==> src/rtl/win_alarm_mon.sv <==
module win_alarm_mon #(
  parameter int NCH = 4,
  parameter int DW  = 12,
  parameter int LW  = 8,
  parameter int CW  = 3,
  parameter int AW  = 4
) (
  input  logic                   clk,
  input  logic                   rst_n,
  input  logic                   res_valid,
  input  logic [$clog2(NCH)-1:0] res_chan,
  input  logic [DW-1:0]          res_data,
  input  logic                   reg_we,
  input  logic                   reg_re,
  input  logic [AW-1:0]          reg_addr,
  input  logic [LW-1:0]          reg_wdata,
  output logic [LW-1:0]          reg_rdata,
  output logic                   irq
);
  localparam int SW       = $clog2(NCH);
  localparam int LOW_BITS = DW - LW;
  localparam int A_LO     = NCH;
  localparam int A_CFG    = 2 * NCH;
  localparam int A_MASK   = 2 * NCH + 1;
  localparam int A_STAT   = 2 * NCH + 2;

  logic [LW-1:0]  up_q [NCH];
  logic [LW-1:0]  lo_q [NCH];
  logic [CW-1:0]  thr_q;
  logic [NCH-1:0] mask_q;
  logic [CW-1:0]  cnt_q [NCH];
  logic           alm_q [NCH];
  logic [NCH-1:0] alm_vec;
  logic [LW-1:0]  rd_mux;
  logic [CW-1:0]  thr_eff;
  logic           clr;

  assign clr     = reg_re && (reg_addr == AW'(A_STAT));
  assign thr_eff = (thr_q == '0) ? CW'(1) : thr_q;
  assign irq     = |(alm_vec & mask_q);

  always_ff @(posedge clk or negedge rst_n) begin
    if (!rst_n) begin
      thr_q  <= '0;
      mask_q <= '0;
      for (int i = 0; i < NCH; i++) begin
        up_q[i] <= '1;
        lo_q[i] <= '0;
      end
    end else if (reg_we) begin
      for (int i = 0; i < NCH; i++) begin
        if (reg_addr == AW'(i))        up_q[i] <= reg_wdata;
        if (reg_addr == AW'(A_LO + i)) lo_q[i] <= reg_wdata;
      end
      if (reg_addr == AW'(A_CFG))  thr_q  <= reg_wdata[CW-1:0];
      if (reg_addr == AW'(A_MASK)) mask_q <= reg_wdata[NCH-1:0];
    end
  end

  always_comb begin
    rd_mux = '0;
    for (int i = 0; i < NCH; i++) begin
      if (reg_addr == AW'(i))        rd_mux = up_q[i];
      if (reg_addr == AW'(A_LO + i)) rd_mux = lo_q[i];
    end
    if (reg_addr == AW'(A_CFG))  rd_mux = LW'(thr_q);
    if (reg_addr == AW'(A_MASK)) rd_mux = LW'(mask_q);
    if (reg_addr == AW'(A_STAT)) rd_mux = LW'(alm_vec);
  end

  always_ff @(posedge clk or negedge rst_n) begin
    if (!rst_n)      reg_rdata <= '0;
    else if (reg_re) reg_rdata <= rd_mux;
  end

  for (genvar g = 0; g < NCH; g++) begin : g_ch
    logic trip;
    logic below, above;
    logic [CW:0] cnt_inc;

    assign below   = res_data <= {lo_q[g], {LOW_BITS{1'b1}}};
    assign above   = res_data >= {up_q[g], {LOW_BITS{1'b0}}};
    assign trip    = res_valid && (res_chan == SW'(g)) && (below || above);
    assign cnt_inc = {1'b0, cnt_q[g]} + 1'b1;
    assign alm_vec[g] = alm_q[g];

    always_ff @(posedge clk or negedge rst_n) begin
      if (!rst_n) begin
        cnt_q[g] <= '0;
        alm_q[g] <= 1'b0;
      end else if (clr) begin
        cnt_q[g] <= '0;
        alm_q[g] <= 1'b0;
      end else if (trip) begin
        if (cnt_q[g] < thr_eff) cnt_q[g] <= cnt_inc[CW-1:0];
        if (cnt_inc >= {1'b0, thr_eff}) alm_q[g] <= 1'b1;
      end
    end

    p_sticky_r5: assert property (@(posedge clk) disable iff (!rst_n)
      (alm_q[g] && !clr) |=> alm_q[g]);

    p_rise_src_r3: assert property (@(posedge clk) disable iff (!rst_n)
      $rose(alm_q[g]) |-> $past(res_valid && (res_chan == SW'(g))));

    p_clear_r7: assert property (@(posedge clk) disable iff (!rst_n)
      clr |=> (cnt_q[g] == '0) && !alm_q[g]);

    p_no_wrap_r4: assert property (@(posedge clk) disable iff (!rst_n)
      !clr |=> (cnt_q[g] >= $past(cnt_q[g])));
  end

  p_irq_src_r6: assert property (@(posedge clk) disable iff (!rst_n)
    irq |-> (alm_vec != '0));

  p_clear_wins_r8: assert property (@(posedge clk) disable iff (!rst_n)
    (clr && res_valid) |=> (alm_vec == '0));
endmodule

==> config.mk <==
export PLATFORM = sky130hd
export DESIGN_NAME = win_alarm_mon
export DESIGN_NICKNAME = d
export VERILOG_FILES = /design/src/rtl/win_alarm_mon.sv
export SDC_FILE = /design/constraint.sdc
export NUM_CORES = 1
export LEC_CHECK = 0
export ABC_CLOCK_PERIOD_IN_PS = 3750
export BUFFER_PORTS_ARGS = -buffer_cell sky130_fd_sc_hd__buf_2
export CAP_MARGIN = 20
export CORE_MARGIN = 3
export CORE_UTILIZATION = 25
export DETAILED_ROUTE_END_ITERATION = 12
export SLEW_MARGIN = 10
export SYNTH_ARGS = -nofsm -noshare
export SYNTH_HDL_FRONTEND = slang
export SYNTH_SLANG_ARGS = --single-unit
export TNS_END_PERCENT = 5
==> constraint.sdc <==
create_clock -name clk -period 3.75 [get_ports clk]
set_input_delay 0.375 -clock clk [delete_from_list [all_inputs] [get_ports clk]]
set_output_delay 0.375 -clock clk [all_outputs]
set_load 0.01 [all_outputs]
==> metrics, run 1 <==
Setup Fix Bufs, Post-CTS=0; NetSw=1.50 mW; Pleak=approximately 3.5 nW; Worst Path Buf+Inv=1; CTS sink cnt=95; VDD IR max=approximately 0.24 mV; met3 Track Usage GR=between 2 and 2.5%; final setup violation count=0; Hold WS=46.8 ps; grt peak-use layer=met2; CTS Buffer Depth=2; critical path's largest stage delay=~660 ps; clk_lat worst skew=360 ps; Starting Density=25.7%; Core Rows=between 50 and 60; Total GRT Usage=a little over an eighth; YS warnings=0; Setup WS pre-CTS=between 1000 and 1500 ps; vias in the first global route=around 5300; Synth Net Count=approximately 800; sequential area share after synthesis=35.7%; WP data required=between 3000 and 4000 ps; flops & latches, synth=between 90 and 100; GR Util met2=around a fifth; initial antenna violation count=0; total die area=around 0.029 mm2; non-filler cells, final=1046; Logic pwr share=around 36%; Via density=5.12; Pre-Repair DR Iteration Count=5; multi-input combinational cell area=0.00396 mm2; Critical Path AT=2560 ps; Final Hold Vio Count=0; slew of the pin with the lowest slew margin=approximately 800 ps; post-route cell area=0.00760 mm2; Final Power=just over 4 mW; Post-DP Area=about 0.0073 mm2; First DRT Iteration DRCs=494; CTS tree=done; Max Cap Viol=0; Worst R2R Setup Slack=1430 ps; fin crit share=61.9%; Clock power frac=roughly a quarter; worst hold path class=in2async; EDFF count, synth=0; total placed cells including tap cells=1030; Layout Skew=12.0 ps; Startpoint Class=register; PostCTS Resize Cnt=0; Slew headroom=46.7%; depth of the CTS H-tree=3; Chip Height=170 um; Vias=roughly 5400; DRC violations left=0; nets=a little over 800; Pwr per Cell Area=around 540 mW/mm2; met1 Track Usage GR=19.5%; remaining global-route overflow=0; Slew Viols, Final=0; utilization after layout=between 20% and 30%; CTS Buf Count=9; port bufs=39; first-pass GRT wire length=30300 um; CP max FO=8; CP Capture Type=register; Post-Route WL=19000 um; clock-pin transition on the worst setup and hold timing paths=around 70 ps; fill cell count=around 2700; synthesized area per cell=10.0 um2; FF-to-FF End=cnt_q[5]; crit path time final=~2300 ps; die width=~170 um; hpwl dp=14300 um; Ports=40; kind of cell adding the most delay to the critical path=simple AND/OR/NAND/NOR gates; Mapped Area=between 0.006 and 0.007 mm2; setup TNS=0 ps; largest net degree at the start of global routing=50; Sequential Area=between 0.002 and 0.0025 mm2; gpl congestion=about 0.86; Netlist cell types=between 70 and 80; Core Box Area=0.0264 mm2; layout cells sized above 1=~23%; Pint=~2.6 mW; top_reg_cell synth=dfrtp_1; crit-path cells=inv_1 > ha_1 > nor2b_1 > o21ai_0 > nor4b_1 > and3_1 > o21ai_1; Sw Ratio=between 30% and 40%; CP Class=reg2reg; ant diodes=0; Fmax=431 MHz; WL per Instance=roughly 18 um; async set-reset flop share out of synthesis=100%; CTS Hold Bufs=0; post-detailed-route count of antenna-violating nets=0; Worst R2R Path Depth=7; cell at the root of the clock tree=clkbuf_16; status=completed; Synth Instances=676; RSZ-0062 raised after global routing=false; crit path max-delay cell type=nor4b_1; Seq pwr share=39.6%; R2R Path Start=thr_q[1]; Layout area overhead=12.3%; min setup slack post-route=1430 ps
[registers in the layout, summed over array words and instances (netlist names)]
| name | flops |
|---|---|
| alm_q | 4 |
| cnt_q | 12 |
| lo_q | 32 |
| mask_q | 4 |
| reg_rdata | 8 |
| thr_q | 3 |
| up_q | 32 |
[cells in the mapped netlist (4+ instances only)]
cell type	instances	area, um2
nor2b_1	11	68.8
a21oi_1	21	105
nor3_1	8	40.0
nor2_1	29	109
o21a_1	4	30.0
nor4_1	4	25.0
a21boi_0	4	30.0
inv_1	73	274
nand4_1	12	75.1
mux2i_1	9	90.1
nand2_1	48	180
a31oi_1	9	56.3
and3_1	6	37.5
buf_1	4	15.0
o21ai_1	22	110
ha_1	92	1150
mux2_2	56	631
dfstp_2	32	841
o211ai_1	11	82.6
nand3_1	19	95.1
clkbuf_1	6	22.5
a21o_1	8	60.1
a2bb2oi_1	4	35.0
nand2b_1	7	43.8
dfrtp_1	63	1580
a211oi_1	5	37.5
a22oi_1	7	52.6
mux2_1	8	90.1
xor2_1	4	35.0
buf_2	9	45.0
o21ai_0	15	75.1
[power by group through the flow]
stage / combinational (mW) / clock [mW] / sequential (mW)
2_1_floorplan: 1.11 / 0 / 1.54
3_3_place_gp: 1.44 / 0 / 1.63
3_5_place_dp: 1.50 / 0 / 1.63
4_1_cts: 1.50 / 1.01 / 1.62
5_1_grt: 1.73 / 1.05 / 1.67
6_report: 1.49 / 0.990 / 1.63
[per-layer routing]
metal	part of all wire [%]	wire length, um	vias to the layer above
met4	1.6	297	0
li1	-	-	2519
met5	0	0	-
met3	5.0	945	18
met2	45	8540	143
met1	49	9220	2675
[placed cells by master (no fill, tap or decap), types with 9 or more instances in the layout]
master	netlist	final
nand4_1	12	12
inv_1	73	73
nor2b_1	11	11
nand3_1	19	19
dfstp_2	32	32
mux2i_1	9	9
o211ai_1	11	11
clkbuf_16	0	9
nor2_1	29	29
ha_1	92	92
a21oi_1	21	21
o21ai_0	15	15
mux2_2	56	56
a31oi_1	9	9
dfrtp_1	63	63
buf_2	9	38
nand2_1	48	48
o21ai_1	22	22
[worst register-to-register path, stage by stage, from the launching register on]
cell	delay [ps]
dfrtp_1	420
inv_1	290
ha_1	300
nor2b_1	120
o21ai_0	120
nor4b_1	660
and3_1	250
o21ai_1	60
[cell families after synthesis]
family          count (synthesis)  share of synthesized area, %
buf+inv                        96                          5.77
xor+xnor                        5                         0.647
simple gates                  165                          12.7
compound gates                147                          15.2
flops                          95                          35.7
fa+ha+maj                      92                          17.0
mux                            76                          13.0
[how the worst max path moves through the flow]
stage,from,to,slack (ps),cells past startpoint
after floorplan,thr_q[2],cnt_q[5],1690,7
after global placement,reg_addr[0],up_q[17],1080,4
after detailed placement,reg_addr[0],up_q[19],1120,4
after CTS,reg_addr[0],up_q[17],1460,4
after global routing,thr_q[1],cnt_q[5],1210,7
final,thr_q[1],cnt_q[5],1430,7
[layout make-up]
class,count,area share [%]
Multi-Input combinational cell,485,52.1
Sequential cell,95,31.8
Inverter,73,3.61
Clock inverter,4,0.708
Clock buffer,12,3.38
Tap cell,335,5.52
Timing Repair Buffer,42,2.90
No activity file was read; power rests on OpenSTA's default activity.
==> inputs of run 2 (changes only) <==
--- a/config.mk
+++ b/config.mk
@@ -5,7 +5,7 @@
 export SDC_FILE = /design/constraint.sdc
 export NUM_CORES = 1
 export LEC_CHECK = 0
-export ABC_CLOCK_PERIOD_IN_PS = 3750
+export ABC_CLOCK_PERIOD_IN_PS = 1900
 export BUFFER_PORTS_ARGS = -buffer_cell sky130_fd_sc_hd__buf_2
 export CAP_MARGIN = 20
 export CORE_MARGIN = 3
==> constraint.sdc (replaced) <==
create_clock -name clk -period 1.9 [get_ports clk]
set_input_delay 0.19 -clock clk [delete_from_list [all_inputs] [get_ports clk]]
set_output_delay 0.19 -clock clk [all_outputs]
set_load 0.01 [all_outputs]
==> metrics, run 2 (synthesized netlist as in run 1, its figures left out) <==
status=complete, but fails checks; failing checks=negative setup slack; initial antenna violation count=0; layout cells sized above 1=33.9%; depth of the CTS H-tree=3; most common cell after layout, fill and taps aside=ha_1; Via density=~5.0; clk_lat worst skew=roughly 350 ps; crit path max-delay cell type=dfstp_2; Ports=40; Core Box Area=about 0.026 mm2; Post-DP Area=roughly 0.008 mm2; gpl congestion=roughly 0.9; post-route cell area=approximately 0.0085 mm2; final setup violation count=13; CTS Buffer Depth=2; worst setup path endpoint=cnt_q[5]; Critical Path Source=up_q[11]; R2R Path Start=up_q[11]; first-pass GRT wire length=~32000 um; FF-to-FF End=cnt_q[5]; Pre-Repair DR Iteration Count=5; setup TNS=-810 ps; Starting Density=between 20% and 30%; Post-Route WL=just over 20000 um; ant diodes=0; Pleak=between 3 and 4 nW; hpwl dp=between 15000 and 20000 um; port bufs=39; CTS Buf Count=9; Worst path most repeated cell=o21a_1; Critical Path AT=about 2300 ps; crit path time final=between 2000 and 2500 ps; Seq pwr share=a little over a third; Crit. path cell count=8; Worst Path Buf+Inv=1; NetSw=3.12 mW; Fmax=489 MHz; total placed cells including tap cells=approximately 1100; remaining global-route overflow=0; Pint=roughly 5.6 mW; vias in the first global route=~5700; CTS sink cnt=between 90 and 100; VDD IR max=around 0.4 mV; Setup Fix Bufs, Post-CTS=0; Slew headroom=between 60 and 70%; critical path's largest stage delay=around 540 ps; die width=around 170 um; WP data required=2180 ps; worst hold path class=in2reg; Vias=approximately 5600; Worst R2R Path Depth=8; CTS tree=done; WL per Instance=roughly 18 um; CP Capture Type=register; Worst R2R Setup Slack=-150 ps; Setup WS pre-CTS=-180 ps; cell at the root of the clock tree=clkbuf_16; CP max FO=6; Sw Ratio=35.8%; Slew Viols, Final=0; Layout area overhead=25.7%; non-filler cells, final=between 1000 and 1500; slew of the pin with the lowest slew margin=between 500 and 600 ps; kind of cell adding the most delay to the critical path=compound AO/OA/AOI/OAI gates; Chip Height=about 170 um; Clock power frac=between 20 and 25%; First DRT Iteration DRCs=a little over 300; Core Rows=59; Logic pwr share=around two fifths; clock-pin transition on the worst setup and hold timing paths=approximately 70 ps; Max Cap Viol=0; Layout Skew=6.04 ps; leading registers by flop count=lo_q (32), up_q (32), cnt_q (12); crit-path cells=inv_2 > ha_4 > o21a_1 > o21a_1 > o211ai_1 > o211ai_4 > and3_1 > o21ai_1; Startpoint Class=register; nets=between 900 and 1000; min setup slack post-route=-146 ps; fin crit share=108%; Pwr per Cell Area=approximately 1000 mW/mm2; post-detailed-route count of antenna-violating nets=0; RSZ-0062 raised after global routing=true; Total GRT Usage=~14%; total die area=approximately 0.029 mm2; most frequent cells in the layout=ha_1, buf_4, inv_1; CP Class=reg2reg; largest net degree at the start of global routing=between 50 and 60; DRC violations left=0; Final Hold Vio Count=0
## run 2: metal layers
| metal | track usage [%] | vias to the layer above | part of all wire (%) |
|---|---|---|---|
| met1 | 19.9 | 2795 | 48 |
| li1 | - | 2695 | - |
| met4 | 3.92 | 0 | 1.8 |
| met2 | 22.8 | 126 | 46 |
| met3 | 2.67 | 22 | 4.5 |
| met5 | 0 | - | 0 |
## run 2: cell type report
class                           count  area [um2]
Inverter                           73         274
Clock buffer                        9         225
Clock inverter                      7        97.6
Multi-Input combinational cell    485        4160
Tap cell                          335         419
Fill cell                        2654       17800
Timing Repair Buffer              127         911
Sequential cell                    95        2420
## run 2: how the worst min path moves through the flow
| stage | start | end | slack, ps | cells past startpoint |
|---|---|---|---|---|
| 6_report | reg_re | reg_rdata[2] | 130 | 3 |
| 2_1_floorplan | rst_n | alm_q[0] | -110 | 0 |
| 4_1_cts | reg_re | reg_rdata[2] | 130 | 3 |
| 3_5_place_dp | rst_n | cnt_q[1] | 80 | 1 |
| 5_1_grt | reg_re | reg_rdata[2] | 150 | 3 |
| 3_3_place_gp | rst_n | cnt_q[1] | 80 | 1 |
## run 2: repair_timing
item	CTS	global route
setup endpoints to repair	16	16
pin swaps	20	11
resized for setup	20	12
hold buffers	1	0
endpoints found under the hold margin	15	0
## run 2: power by group through the flow
stage                     sequential, mW  combinational, mW  clock, mW
after floorplan                     3.04               2.20          0
after global placement              3.16               3.28          0
after detailed placement            3.17               3.38          0
after CTS                           3.15               3.52       2.02
after global routing                3.22               4.10       2.11
final                               3.15               3.58       1.99
## run 2: through the flow
stage	power [mW]	hold slack (ps)	util, %
after floorplan	5.24	-106	-
after global placement	6.44	77.4	30.3
after detailed placement	6.55	80.7	30.3
after CTS	8.69	127	31.9
after global routing	9.43	155	32.3
final	8.71	134	32.3
## run 2: worst reg2reg max path: cells and delay by family, from the launching register on
family	cells	cell delay, ps
buf+inv	1	50
simple gates	1	210
fa+ha+maj	1	220
compound gates	5	950
flops	1	540
==> inputs of run 3 (changes only) <==
--- a/config.mk
+++ b/config.mk
@@ -6,11 +6,11 @@
 export NUM_CORES = 1
 export LEC_CHECK = 0
 export ABC_CLOCK_PERIOD_IN_PS = 1900
-export BUFFER_PORTS_ARGS = -buffer_cell sky130_fd_sc_hd__buf_2
 export CAP_MARGIN = 20
 export CORE_MARGIN = 3
 export CORE_UTILIZATION = 25
 export DETAILED_ROUTE_END_ITERATION = 12
+export DONT_BUFFER_PORTS = 1
 export SLEW_MARGIN = 10
 export SYNTH_ARGS = -nofsm -noshare
 export SYNTH_HDL_FRONTEND = slang
==> metrics, run 3 (synthesized netlist as in run 1, its figures left out) <==
clk_lat worst skew=between 300 and 400 ps; fill cell count=between 2000 and 3000; total die area=roughly 0.029 mm2; initial antenna violation count=2; die width=170 um; WP data required=around 2200 ps; Clock power frac=about a quarter; vias in the first global route=5566; Pleak=3.64 nW; post-detailed-route count of antenna-violating nets=0; Seq pwr share=between 30% and 40%; R2R Path Start=lo_q[19]; final setup violation count=15; Final Power=approximately 8.5 mW; Setup WS pre-CTS=-150 ps; critical path's largest stage delay=390 ps; depth of the CTS H-tree=3; First DRT Iteration DRCs=around 460; Worst R2R Path Depth=9; CTS tree=done; CTS Buffer Depth=2; Worst R2R Setup Slack=-100 ps; Total GRT Usage=14.3%; CTS Hold Bufs=9; crit path time final=roughly 2000 ps; min setup slack post-route=-102 ps; Core Box Area=between 0.02 and 0.03 mm2; Final Hold Vio Count=95; CP Capture Type=register; Core Rows=59; Pre-Repair DR Iteration Count=4; layout cells sized above 1=27.7%; crit-path cells=inv_2 > ha_4 > a211oi_1 > and3_4 > o31ai_2 > buf_4 > a31oi_4 > a21oi_1 > a31o_1; slew of the pin with the lowest slew margin=about 580 ps; Chip Height=around 170 um; Logic pwr share=slightly below 40%; Post-Route WL=20300 um; largest net degree at the start of global routing=between 90 and 100; remaining global-route overflow=0; clock-pin transition on the worst setup and hold timing paths=approximately 70 ps; Pwr per Cell Area=around 1000 mW/mm2; NetSw=2.92 mW; leading registers by flop count=lo_q (32), up_q (32), cnt_q (12); most common cell after layout, fill and taps aside=ha_1; cell at the root of the clock tree=clkbuf_16; setup TNS=-558 ps; port bufs=0; Max Cap Viol=0; Startpoint Class=register; failing checks=negative hold slack, negative setup slack; Hold WS=-475 ps; Vias=5450; CP Class=reg2reg; FF-to-FF End=cnt_q[8]; Slew Viols, Final=0; CP max FO=4; Layout area overhead=19.8%; hpwl dp=~15000 um; utilization after layout=around 30%; most frequent cells in the layout=ha_1, inv_1, dfrtp_1; Layout Skew=slightly above 7 ps; crit path max-delay cell type=dfrtp_1; worst hold path class=in2async; CTS sink cnt=95; nets=854; DRC violations left=0; Via density=approximately 5.1; fin crit share=105%; status=complete, but fails checks; first-pass GRT wire length=roughly 32000 um; VDD IR max=0.481 mV; gpl congestion=roughly 0.83; CTS Buf Count=9; Critical Path AT=approximately 2300 ps; Ports=40; Fmax=500 MHz; RSZ-0062 raised after global routing=true; WL per Instance=approximately 19 um; Sw Ratio=34.6%; Slew headroom=around three fifths; Starting Density=approximately a quarter; Pint=between 5 and 6 mW
-- run 3: cell count changes in the layout (fill, tap and decap cells not counted), sizes merged --
cell | previous run | this run
clkinvlp | 2 | 0
clkinv | 3 | 1
dlygate4sd3 | 1 | 9
diode | 0 | 2
clkbuf | 9 | 13
buf | 126 | 58
-- run 3: how the worst max path moves through the flow --
stage / depth (start not counted) / startpoint / endpoint
2_1_floorplan: 8 / up_q[9] / cnt_q[3]
5_1_grt: 8 / up_q[19] / cnt_q[7]
4_1_cts: 8 / up_q[9] / cnt_q[3]
3_5_place_dp: 8 / up_q[9] / cnt_q[3]
6_report: 9 / lo_q[19] / cnt_q[8]
3_3_place_gp: 8 / up_q[1] / cnt_q[0]
-- run 3: layout make-up --
type	instances	area, um2	area share [%]
Antenna cell	2	5.00	0.0618
Clock buffer	13	240	2.97
Clock inverter	3	68.8	0.850
Inverter	73	274	3.38
Multi-Input combinational cell	485	4150	51.2
Sequential cell	95	2420	29.9
Tap cell	335	419	5.17
Timing Repair Buffer	67	526	6.49
-- run 3: worst max-delay path: cells and delay by family, from the launching register on --
| family | cells | cell delay [ps] |
|---|---|---|
| AO/OA/AOI/OAI | 5 | 820 |
| adder cells (fa/ha/maj) | 1 | 200 |
| buffers and inverters | 2 | 240 |
| flip-flops | 1 | 390 |
| AND/OR/NAND/NOR | 1 | 230 |
-- run 3: metrics by stage --
stage / hold WS (ps) / area [um2] / std cells
detailed placement: -98.7 / 7500 / 1044
global route: -485 / 8100 / 1071
global placement: -99.0 / 7500 / 1044
floorplan: -106 / 6770 / 676
CTS: -484 / 7990 / 1069
finish: -475 / 8100 / 1073
-- run 3: power by group through the flow --
stage / logic (mW) / clock network, mW / registers (mW)
floorplan: 2.20 / 0 / 3.04
CTS: 3.25 / 2.02 / 3.15
finish: 3.31 / 1.98 / 3.16
global placement: 3.00 / 0 / 3.17
detailed placement: 3.09 / 0 / 3.18
global route: 3.78 / 2.10 / 3.24
-- run 3: metal layers --
metal	vias to the layer above	part of all wire, %	GRT usage, %
li1	2576	-	-
met1	2725	46	19.8
met2	128	46	22.5
met3	21	6.6	3.65
met4	0	1.5	3.35
met5	-	0	0
-- run 3: timing repair --
item	4_1_cts	5_1_grt
pin swaps	17	10
endpoints found under the hold margin	174	95
setup buffers	0	2
endpoints found under the setup margin	16	17
resized for setup	17	15
